==> src/rtl/dpm_pkg.sv <==
package dpm_pkg;
  localparam int FIELD_W = 2;
  localparam int WORD_W  = 4 * FIELD_W;

  typedef struct packed {
    logic [FIELD_W-1:0] fall_fine;
    logic [FIELD_W-1:0] fall_coarse;
    logic [FIELD_W-1:0] rise_fine;
    logic [FIELD_W-1:0] rise_coarse;
  } sym_code_t;
endpackage

==> src/rtl/dpm_frame_timer.sv <==
module dpm_frame_timer #(
  parameter int PERIOD = 46,
  parameter int REF_W  = 4,
  parameter int CW     = 6
) (
  input  logic          clk,
  input  logic          rst,
  output logic [CW-1:0] cnt_o,
  output logic          last_o,
  output logic          ref_o
);
  localparam logic [CW-1:0] LAST_C = CW'(PERIOD - 1);
  localparam logic [CW-1:0] REF_C  = CW'(REF_W);

  logic [CW-1:0] cnt_q;

  always_ff @(posedge clk) begin
    if (rst)                 cnt_q <= '0;
    else if (cnt_q == LAST_C) cnt_q <= '0;
    else                     cnt_q <= cnt_q + 1'b1;
  end

  assign cnt_o  = cnt_q;
  assign last_o = (cnt_q == LAST_C);
  assign ref_o  = (cnt_q < REF_C);

  // the counter wraps to zero exactly after the final tick
  assert_period_wrap_R2: assert property (@(posedge clk) disable iff (rst)
    last_o |=> (cnt_q == '0));
  assert_period_bound_R2: assert property (@(posedge clk) disable iff (rst)
    !last_o |=> (cnt_q != '0));
endmodule

==> src/rtl/dpm_code_reg.sv <==
module dpm_code_reg
  import dpm_pkg::*;
(
  input  logic              clk,
  input  logic              rst,
  input  logic              last_i,
  input  logic              valid_i,
  input  logic [WORD_W-1:0] word_i,
  output logic              ready_o,
  output sym_code_t         code_o
);
  sym_code_t code_q;

  always_ff @(posedge clk) begin
    if (rst) code_q <= '0;
    else if (last_i) begin
      if (valid_i) code_q <= sym_code_t'(word_i);
      else         code_q <= '0;
    end
  end

  assign ready_o = last_i;
  assign code_o  = code_q;

  // a word taken at the boundary becomes the next period's code
  assert_accept_R6: assert property (@(posedge clk) disable iff (rst)
    (valid_i && ready_o) |=> (code_q == $past(word_i)));
  // the code never changes away from the boundary
  assert_hold_R7: assert property (@(posedge clk) disable iff (rst)
    !ready_o |=> $stable(code_q));
  // an empty boundary loads code zero
  assert_idle_zero_R8: assert property (@(posedge clk) disable iff (rst)
    (ready_o && !valid_i) |=> (code_q == '0));
endmodule

==> src/rtl/dpm_edge_place.sv <==
module dpm_edge_place #(
  parameter int CW     = 6,
  parameter int FW     = 2,
  parameter int BASE   = 8,
  parameter int COARSE = 4,
  parameter int FINE   = 1
) (
  input  logic [CW-1:0] cnt_i,
  input  logic [FW-1:0] coarse_i,
  input  logic [FW-1:0] fine_i,
  output logic          hit_o
);
  localparam logic [CW-1:0] BASE_C   = CW'(BASE);
  localparam logic [CW-1:0] COARSE_C = CW'(COARSE);
  localparam logic [CW-1:0] FINE_C   = CW'(FINE);
  localparam bit COARSE_POW2 = ((COARSE & (COARSE - 1)) == 0);
  localparam bit FINE_POW2   = ((FINE & (FINE - 1)) == 0);

  logic [CW-1:0] coarse_off;
  logic [CW-1:0] fine_off;

  generate
    if (COARSE_POW2) begin : g_coarse_shift
      assign coarse_off = CW'(coarse_i) << $clog2(COARSE);
    end else begin : g_coarse_mul
      assign coarse_off = COARSE_C * CW'(coarse_i);
    end
    if (FINE_POW2) begin : g_fine_shift
      assign fine_off = CW'(fine_i) << $clog2(FINE);
    end else begin : g_fine_mul
      assign fine_off = FINE_C * CW'(fine_i);
    end
  endgenerate

  assign hit_o = (cnt_i == (BASE_C + coarse_off + fine_off));
endmodule

==> src/rtl/dual_res_ppm_tx.sv <==
module dual_res_ppm_tx
  import dpm_pkg::*;
#(
  parameter int FINE_TICKS   = 1,
  parameter int COARSE_TICKS = 4,
  parameter int MIN_W_TICKS  = 4
) (
  input  logic              clk,
  input  logic              rst,
  input  logic              in_valid,
  output logic              in_ready,
  input  logic [WORD_W-1:0] in_word,
  output logic              line_o
);
  localparam int FIELD_MAX = (1 << FIELD_W) - 1;
  localparam int SPAN      = (COARSE_TICKS + FINE_TICKS) * FIELD_MAX;
  localparam int PERIOD    = 4 * MIN_W_TICKS + 2 * SPAN;
  localparam int RISE_BASE = 2 * MIN_W_TICKS;
  localparam int FALL_BASE = RISE_BASE + SPAN + MIN_W_TICKS;
  localparam int CW        = $clog2(PERIOD + 1);

  logic [CW-1:0] cnt;
  logic          last;
  logic          ref_w;
  sym_code_t     code;
  logic          rise_hit;
  logic          fall_hit;
  logic          data_q;
  logic          line_q;
  logic          data_next;

  dpm_frame_timer #(.PERIOD(PERIOD), .REF_W(MIN_W_TICKS), .CW(CW)) u_timer (
    .clk(clk), .rst(rst), .cnt_o(cnt), .last_o(last), .ref_o(ref_w)
  );

  dpm_code_reg u_code (
    .clk(clk), .rst(rst), .last_i(last), .valid_i(in_valid),
    .word_i(in_word), .ready_o(in_ready), .code_o(code)
  );

  dpm_edge_place #(.CW(CW), .FW(FIELD_W), .BASE(RISE_BASE),
                   .COARSE(COARSE_TICKS), .FINE(FINE_TICKS)) u_rise (
    .cnt_i(cnt), .coarse_i(code.rise_coarse), .fine_i(code.rise_fine),
    .hit_o(rise_hit)
  );

  dpm_edge_place #(.CW(CW), .FW(FIELD_W), .BASE(FALL_BASE),
                   .COARSE(COARSE_TICKS), .FINE(FINE_TICKS)) u_fall (
    .cnt_i(cnt), .coarse_i(code.fall_coarse), .fine_i(code.fall_fine),
    .hit_o(fall_hit)
  );

  // set/reset flop: rise event sets, fall event clears
  assign data_next = rise_hit | (data_q & ~fall_hit);

  always_ff @(posedge clk) begin
    if (rst) begin
      data_q <= 1'b0;
      line_q <= 1'b0;
    end else begin
      data_q <= data_next;
      line_q <= ref_w | data_next;
    end
  end

  assign line_o = line_q;

  // output is high on the clocks carrying reference ticks
  assert_ref_high_R2: assert property (@(posedge clk) disable iff (rst)
    ((cnt != '0) && (cnt <= CW'(MIN_W_TICKS))) |-> line_o);
  // data pulse only starts on the placed rising tick
  assert_rise_tick_R3: assert property (@(posedge clk) disable iff (rst)
    $rose(data_q) |-> $past(rise_hit));
  // data pulse only ends on the placed falling tick
  assert_fall_tick_R4: assert property (@(posedge clk) disable iff (rst)
    $fell(data_q) |-> $past(fall_hit));
  // reference and data pulses never overlap
  assert_no_overlap_R5: assert property (@(posedge clk) disable iff (rst)
    data_q |-> !ref_w);
  // the two edges are never due on the same tick
  assert_edges_apart_R9: assert property (@(posedge clk) disable iff (rst)
    !(rise_hit && fall_hit));
endmodule

==> config.mk <==
export PLATFORM = sky130hd
export DESIGN_NAME = dual_res_ppm_tx
export DESIGN_NICKNAME = d
export VERILOG_FILES = /design/src/rtl/dpm_pkg.sv /design/src/rtl/dpm_frame_timer.sv /design/src/rtl/dpm_code_reg.sv /design/src/rtl/dpm_edge_place.sv /design/src/rtl/dual_res_ppm_tx.sv
export SDC_FILE = /design/constraint.sdc
export NUM_CORES = 1
export LEC_CHECK = 0
export ABC_AREA = 0
export BUFFER_PORTS_ARGS = -buffer_cell sky130_fd_sc_hd__buf_2
export CAP_MARGIN = 15
export CELL_PAD_IN_SITES_DETAIL_PLACEMENT = 0
export CELL_PAD_IN_SITES_GLOBAL_PLACEMENT = 1
export CORE_AREA = 2 2 46 48
export DETAILED_ROUTE_END_ITERATION = 7
export DIE_AREA = 0 0 48 50
export GPL_TIMING_DRIVEN = 0
export HOLD_SLACK_MARGIN = 0.08
export PLACE_DENSITY_LB_ADDON = 0.1
export RECOVER_POWER = 100
export SLEW_MARGIN = 0
export SYNTH_ARGS = -nofsm -noshare
export SYNTH_HDL_FRONTEND = slang
export SYNTH_SLANG_ARGS = --single-unit
export TNS_END_PERCENT = 1
==> constraint.sdc <==
create_clock -name clk -period 2.8 [get_ports clk]
set_input_delay 0 -clock clk [delete_from_list [all_inputs] [get_ports clk]]
set_output_delay 0 -clock clk [all_outputs]
set_load 0.05 [all_outputs]
==> metrics list, run 1 <==
- Total die area: 2400 µm²
- The final number of hold-violating endpoints was 0.
- Worst rel slew slack: 60.6%
- The routed layout has 633 vias.
- The tool flagged a number of max-cap violations equal to 0.
* Total of warnings raised by yosys: 0
- Number of DRC violations after detailed-routing iteration 0: 6
* # H-tree levels: 1
* Io pins: 13
* Kind of capture point of the worst setup path: primary output
* Worst Path Class, Setup: reg2out
- Number of antenna violations at the first check in global routing: 0
- Data required time at the worst endpoint: roughly 2.8 ns
* Outcome: complete, no violations
* Worst path top cell family by delay: buffers and inverters
- Yosys mapped the design onto 29 distinct sky130hd cell types.
- Synthesis produced a netlist with a net count of ~100.
- Along the worst path, the maximum fanout reaches 6.
- P&R area growth vs syn: 27.1%
- Dividing the detail-routed wire length by the instance count gives approximately 11 µm.
- Global route total overflow: 0
- For the final database, setup skew stands at 0.00130 ns.
- Clock-pin slew reported for the worst setup and hold paths after clock tree synthesis: 0.09 ns
- Share of post-route cells with drive strength above 1: roughly a fifth
- List of cells traversed by the critical path: ha_1 -> nand2_1 -> nor3_1 -> clkbuf_1
* Post-CTS setup-driven buffer insertion count: 0
- Clock tree from TritonCTS: yes
- Via count of the first global-routing pass: between 600 and 700
* Final critical delay including setup and external delays: between 1.5 and 2 ns
- The layout has roughly 190 filler cells.
- Count of buffers from port buffering: 12
- Setup repair after global routing missed its margin: no
* Critical Path Max Stage Delay: ~0.51 ns
* Leakage dissipation: 0.406 nW
- Measured along the y axis, the die boundary spans around 50 µm.
- Setup violation total in the final timing report: 0
- 0 antenna diodes ended up in the layout.
- The multi-input combinational cells in the finished layout cover a total of about 400 µm².
- Sequential cell area fraction in the yosys report: about two fifths
- Actual slew at the worst max-slew pin: 0.594 ns
* Fmax: 548 MHz
- Fin worst setup slack: between 0.9 and 1 ns
- Of the available clock period, the critical path in the final layout requires 65.2%.
- Bufs and invs on worst path: 1
- The total area inside the core boundary comes to ~1900 µm².
- Worst-case setup slack after placement: 1.23 ns
- Entering global routing, the biggest net connects 11 pins.
- The final count of pins violating max slew came to 0.
- Detailed placement ended at an HPWL of between 1000 and 1500 µm.
* First-pass DRT Iterations: 3
- Critical path data arrival time: roughly 1.8 ns
* Worst hold path class: in2reg
* Slowest stage cell, crit path: sky130_fd_sc_hd__clkbuf_1
- A synthesized cell averages approximately 9.1 µm².
- Ratio of routed vias to standard cells: around 4.6
- Wires add up to 1490 µm.
- Quantity of gates resized following cts: 0
- Number of buffers between clock root and the deepest sink: 2
- Power Dens Cells: around 440 nW/µm²
- For this run, design rule violations remaining after detail routing come to 0.
* Die Wd: roughly 48 µm
- Row count: 16
* Type of origin of the critical path: flop
- Synthesis handed over a netlist of 85 instances.
- Once detail routing completed, the nets flagged for antenna violations numbered 0.
- CTS Buf Count: 3
- Post-synthesis instance area: 774 µm²
- The synthesized design contains 16 register bits.
- Initial cell density of the core: approximately two fifths
- Total power for the finished layout comes to ~0.43 mW.
* Worst VDD drop: ~0.32 mV
- Reg area: around 320 µm²
- The first global-routing pass estimated roughly 2700 µm of wire.
- In the final design database the tool counted roughly 130 nets.
* Global placer's final weighted congestion: just over 0.7
* GRT Total Usage: around 16%
- Clock tree synthesis found a total of 16 sinks.
- Clock Latency Late Sink: around 0.28 ns
* Master cell of the clock root buffer: sky130_fd_sc_hd__clkbuf_4
* Accumulated negative setup slack: 0 ns
-- area by class of cell --
class	count	area share [%]
plain buffers	5	2.80
clock buffers	4	3.68
inverters	5	1.91
multi-input cells	59	40.7
flip-flops and latches	16	32.5
well taps	27	3.43
repair buffers	21	15.0
-- report_power, final --
part / switching, mW / leakage [nW] / internal [mW]
registers: 0.00518 / 0.130 / 0.232
logic: 0.0213 / 0.255 / 0.0243
clock network: 0.0718 / 0.0210 / 0.0792
total: 0.0983 / 0.406 / 0.336
-- synth_stat cells --
library cell               number  area (µm²)
sky130_fd_sc_hd__a22o_1         4        35.0
sky130_fd_sc_hd__a21oi_1        2        10.0
sky130_fd_sc_hd__o311ai_0       1        8.76
sky130_fd_sc_hd__xor2_1         8        70.1
sky130_fd_sc_hd__maj3_2         1        11.3
sky130_fd_sc_hd__ha_1           3        37.5
sky130_fd_sc_hd__and3b_1        1        8.76
sky130_fd_sc_hd__buf_4          2        15.0
sky130_fd_sc_hd__nor4_1         1        6.26
sky130_fd_sc_hd__nor4b_1        1        8.76
sky130_fd_sc_hd__or2_2          1        6.26
sky130_fd_sc_hd__a22o_2         1        10.0
sky130_fd_sc_hd__or4_1          1        7.51
sky130_fd_sc_hd__o21ai_0        4        20.0
sky130_fd_sc_hd__nand2_1        8        30.0
sky130_fd_sc_hd__o21a_1         1        7.51
sky130_fd_sc_hd__xnor2_1        3        26.3
sky130_fd_sc_hd__nand3_1        3        15.0
sky130_fd_sc_hd__nor2_1         8        30.0
sky130_fd_sc_hd__nor3_2         1        10.0
sky130_fd_sc_hd__dfxtp_1       16         320
sky130_fd_sc_hd__buf_2          3        15.0
sky130_fd_sc_hd__nand4_1        1        6.26
sky130_fd_sc_hd__inv_1          5        18.8
sky130_fd_sc_hd__o31ai_2        1        12.5
sky130_fd_sc_hd__o22ai_1        1        6.26
sky130_fd_sc_hd__nand2b_1       1        6.26
sky130_fd_sc_hd__o21ai_2        1        8.76
sky130_fd_sc_hd__a31oi_1        1        6.26
-- worst reg2reg max path: stages (launching register included) --
cell,delay (ns)
sky130_fd_sc_hd__dfxtp_1,0.48
sky130_fd_sc_hd__ha_1,0.20
sky130_fd_sc_hd__nand2_1,0.05
sky130_fd_sc_hd__nor3_1,0.30
sky130_fd_sc_hd__and3b_1,0.22
sky130_fd_sc_hd__clkbuf_1,0.33
sky130_fd_sc_hd__a22o_2,0.20
-- cell families after synthesis --
kind of cell / after synthesis / synth area share, %
simple gates: 27 / 17.5
compound gates: 17 / 16.2
flops: 16 / 41.4
xor+xnor: 11 / 12.4
buf+inv: 10 / 6.30
fa+ha+maj: 4 / 6.30
-- sequential cells by signal (all words and copies together), names as in the netlist --
name / count
line_o: 1
u_timer.cnt_o: 6
data_q: 1
u_code.code_o: 8
-- what timing repair did --
item                                    CTS  global route
endpoints found under the setup margin    0             0
hold buffers                              9             0
endpoints found under the hold margin    10             0
-- worst paths after layout --
check                           slack [ns]        startpoint  depth (start not counted)          endpoint
worst max-delay path                  0.97  u_timer.cnt_o[0]                          4          in_ready
worst min register to register        0.48            data_q                          2            data_q
worst max register to register        0.98  u_timer.cnt_o[0]                          6  u_code.code_o[4]
worst min-delay path                  0.40          in_valid                          5  u_code.code_o[6]
-- stage by stage --
step           std cells  utilization [%]  area, µm²  hold WS [ns]
5_1_grt              137             51.8        985         0.458
3_3_place_gp         124             45.7        868         0.193
4_1_cts              137             52.3        995         0.286
6_report             137             51.8        985         0.399
2_1_floorplan         85                -        774        0.0691
3_5_place_dp         124             45.7        868         0.199
-- cell usage in the layout, fill, tap and decap left out, drive strengths merged --
cell	instances
xor2	8
buf	13
o22ai	1
xnor2	3
nor3	1
nor4	1
clkbuf	8
a22o	5
or4	1
o311ai	1
dfxtp	16
o21ai	5
nor2	8
a21oi	2
nand4	1
maj3	1
nand2	8
o21a	1
and3b	1
a31oi	1
nand2b	1
ha	3
o31ai	1
inv	5
nor4b	1
nand3	3
dlygate4sd3	9
or2	1
-- metal layers --
layer  wire length, µm  track usage, %  vias up
met4                23            5.41        0
met3                52            4.40        4
li1                  -               -      341
met2               625            24.0       12
met5                 0               0        -
met1               785            20.4      276
No activity file was read; power rests on OpenSTA's default activity.
==> inputs of run 2 (changes only) <==
--- a/config.mk
+++ b/config.mk
@@ -10,9 +10,9 @@
 export CAP_MARGIN = 15
 export CELL_PAD_IN_SITES_DETAIL_PLACEMENT = 0
 export CELL_PAD_IN_SITES_GLOBAL_PLACEMENT = 1
-export CORE_AREA = 2 2 46 48
+export CORE_AREA = 2 2 48 50
 export DETAILED_ROUTE_END_ITERATION = 7
-export DIE_AREA = 0 0 48 50
+export DIE_AREA = 0 0 50 52
 export GPL_TIMING_DRIVEN = 0
 export HOLD_SLACK_MARGIN = 0.08
 export PLACE_DENSITY_LB_ADDON = 0.1
==> constraint.sdc (replaced) <==
create_clock -name clk -period 1.7 [get_ports clk]
set_input_delay 0 -clock clk [delete_from_list [all_inputs] [get_ports clk]]
set_output_delay 0 -clock clk [all_outputs]
set_load 0.05 [all_outputs]
==> metrics list, run 2 (synthesis gave the netlist of run 1 again) <==
- Outcome: complete, no violations
- The worst path arrival time is 1.71 ns (-0.12 ns).
- Reg area: 322 µm² (+0.39%)
* Largest fanout of any net on the critical path: 5 (-1)
- Number of antenna violations at the first check in global routing: 0 (unchanged)
* Clock Latency Late Sink: 0.29 ns (about the same)
* Area of all placed cells without fillers: 1000 µm² (+1.8%)
- Chip height: 52 µm (+4.0%)
- After layout, the worst path uses between 90% and 100% of the clock period.
- The final estimated routing congestion in global placement came to 0.766 (+6.6%).
* Leakage dissipation: 0.418 nW (+2.8%)
- Number of DRC violations after detailed-routing iteration 0: 6 (unchanged)
- The number of global-route vias before repair was 611 (+0.49%).
* Max-capacitance violation count: 0 (unchanged)
- The number of nets in the finished design came to 125 (unchanged).
- The placement row count is 17 (+1).
* Worst flop-to-flop path endpoint: line_o
- Initial cell density of the core: 36.8% (-3.9 points)
- Power Dens Cells: 717 nW/µm² (+63%)
- Number of stages on the worst hold path: 5 (unchanged)
- Fmax: roughly 650 MHz
* CTS Buf Count: 3 (unchanged)
- # H-tree levels: 1 (unchanged)
* Worst VDD drop: 0.423 mV (+32%)
- Number of cells on the worst reg-to-reg path: 5 (-1)
- Post-CTS setup-driven buffer insertion count: 0 (unchanged)
* Highest-count cells in the layout ignoring fill and taps: 15 x sky130_fd_sc_hd__dfxtp_1, 12 x sky130_fd_sc_hd__buf_2, 9 x sky130_fd_sc_hd__dlygate4sd3_1
- Fill cell instance count of the final layout: 210 (+11%)
- The flip-flop count of the largest register, all copies and words added is 8 (unchanged).
- P&R area growth vs syn: 29.4%
- STA classifies the critical path endpoint as a flop.
- Clock power frac: 34.8% (about the same)
* Master cell of the clock root buffer: sky130_fd_sc_hd__clkbuf_4
- Setup repair after global routing missed its margin: no
* Number of buffers between clock root and the deepest sink: 2 (unchanged)
- Worst rel slew slack: 60.9% (+0.33 points)
- Placeable core region: 2110 µm² (+11%)
- The pin count of the biggest net entering global routing was 11 (unchanged).
* Final critical delay including setup and external delays: between 1.5 and 2 ns
- GRT Total Usage: 13.9% (-1.7 points)
- The reg2reg setup slack was 0.16 ns (-0.82 ns).
- The part of the power in registers was 54.4% (-0.3 points).
- The switching power share of the total came to 22.9% (+0.28 points).
- Combinational share of power: 10.7% (+0.2 points)
- In this run the worst hold path is classified as in2reg.
- Share of post-route cells with drive strength above 1: 24.5% (+4.5 points)
- The per-cell via count in the routed design came to 4.61 (-0.25%).
- The aggregate negative setup slack came to 0 ns (unchanged).
- Instance area after placement: 876 µm² (+0.86%)
* N_diodes: 0 (unchanged)
* Post-DP HPWL: 1070 µm (+3.4%)
- Worst Path Class, Setup: reg2reg
* DRC Markers: 0 (unchanged)
* Internal power: 0.554 mW (+65%)
- Clock-pin slew reported for the worst setup and hold paths after clock tree synthesis: 0.10 ns (about the same)
* Post-route ant nets: 0 (unchanged)
- The count of vias placed by the detailed router is 636 (+0.47%).
- STA classifies the critical path startpoint as a flop.
- The final number of hold-violating endpoints came to 0 (unchanged).
- The worst hold path terminates at u_code.code_o[5].
- Final clock skew: 0.00565 ns (+0.00435 ns)
- The total I/O pin count was 13 (unchanged).
- TritonCTS built the clock tree.
- Count of buffers from port buffering: 12 (unchanged)
* Startpoint of the lowest-slack hold path: in_valid
- Launch point of the critical path: u_code.code_o[4]
- Area of the multi-input gates: 412 µm² (+2.8%)
* Total number of clock tree sinks: 16 (unchanged)
- Total Wirelength: 1530 µm (+2.7%)
- Startpoint of the worst register-to-register path: u_code.code_o[4]
- The switching component of the power came to 0.165 mW (+68%).
* Total die area: 2600 µm² (+8.3%)
* Most common cell after layout, fill and taps aside: sky130_fd_sc_hd__dfxtp_1
- The detail-routed net length per standard cell is 11.1 µm (+1.9%).
- The final count of pins violating max slew is 0 (unchanged).
* Global route total overflow: 0 (unchanged)
- Data required time at the worst endpoint: 1.87 ns (-0.93 ns)
- First-pass GRT wire length: 2680 µm (+0.52%)
- The iteration count of the initial detailed-routing pass was 2 (-1).
* Die Wd: 50 µm (+4.2%)
- Actual slew at the worst max-slew pin: 0.589 ns (-0.00495 ns)
* Setup violation total in the final timing report: 0 (unchanged)
## run 2: stage by stage
stage	worst slack (ns)	total power, mW	instances	utilization, %	hold WS, ns
5_1_grt	0.0195	0.762	138	47.6	0.299
6_report	0.164	0.719	138	47.6	0.277
3_5_place_dp	0.107	0.463	125	41.6	0.198
3_3_place_gp	0.111	0.462	125	41.6	0.193
4_1_cts	0.0896	0.731	138	47.6	0.258
2_1_floorplan	0.0286	0.439	85	-	0.0691
## run 2: repair_timing
| item | CTS | global route |
|---|---|---|
| hold buffers | 9 | 0 |
| setup endpoints to repair | 0 | 2 |
| endpoints found under the hold margin | 10 | 0 |
| gates resized for setup | 0 | 1 |
## run 2: final cells by class
type                            instances  area share, %
Buffer                                  5           3.00
Clock buffer                            4           3.62
Inverter                                5           1.87
Multi-Input combinational cell         59           41.1
Sequential cell                        16           32.1
Tap cell                               28           3.50
Timing Repair Buffer                   21           14.9
## run 2: worst max-delay path by stage
stage	depth (start not counted)	to	slack, ns
global placement	6	line_o	0.11
CTS	6	line_o	0.09
detailed placement	6	line_o	0.11
finish	5	line_o	0.16
floorplan	6	u_code.code_o[4]	0.03
global route	7	u_code.code_o[6]	0.02
## run 2: power groups by stage
stage	combinational (mW)	sequential (mW)	clock, mW
final	0.0771	0.391	0.250
after global routing	0.0861	0.393	0.283
after CTS	0.0782	0.392	0.261
after detailed placement	0.0622	0.400	0
after global placement	0.0621	0.400	0
after floorplan	0.0333	0.406	0
## run 2: worst max-delay path: stages, from the launching register on
cell and delay [ns]:
sky130_fd_sc_hd__dfxtp_1 0.43, sky130_fd_sc_hd__o21ai_2 0.12, sky130_fd_sc_hd__maj3_2 0.31, sky130_fd_sc_hd__o21a_1 0.18
sky130_fd_sc_hd__o31ai_2 0.27, sky130_fd_sc_hd__a31oi_1 0.12
## run 2: layer usage
metal  wire length [µm]  up-vias  global-route usage [%]
met4                 23        0                    6.94
met2                704        9                    21.7
met3                 42        4                    3.45
met5                  0        -                       0
met1                756      283                    17.7
li1                   -      340                       -
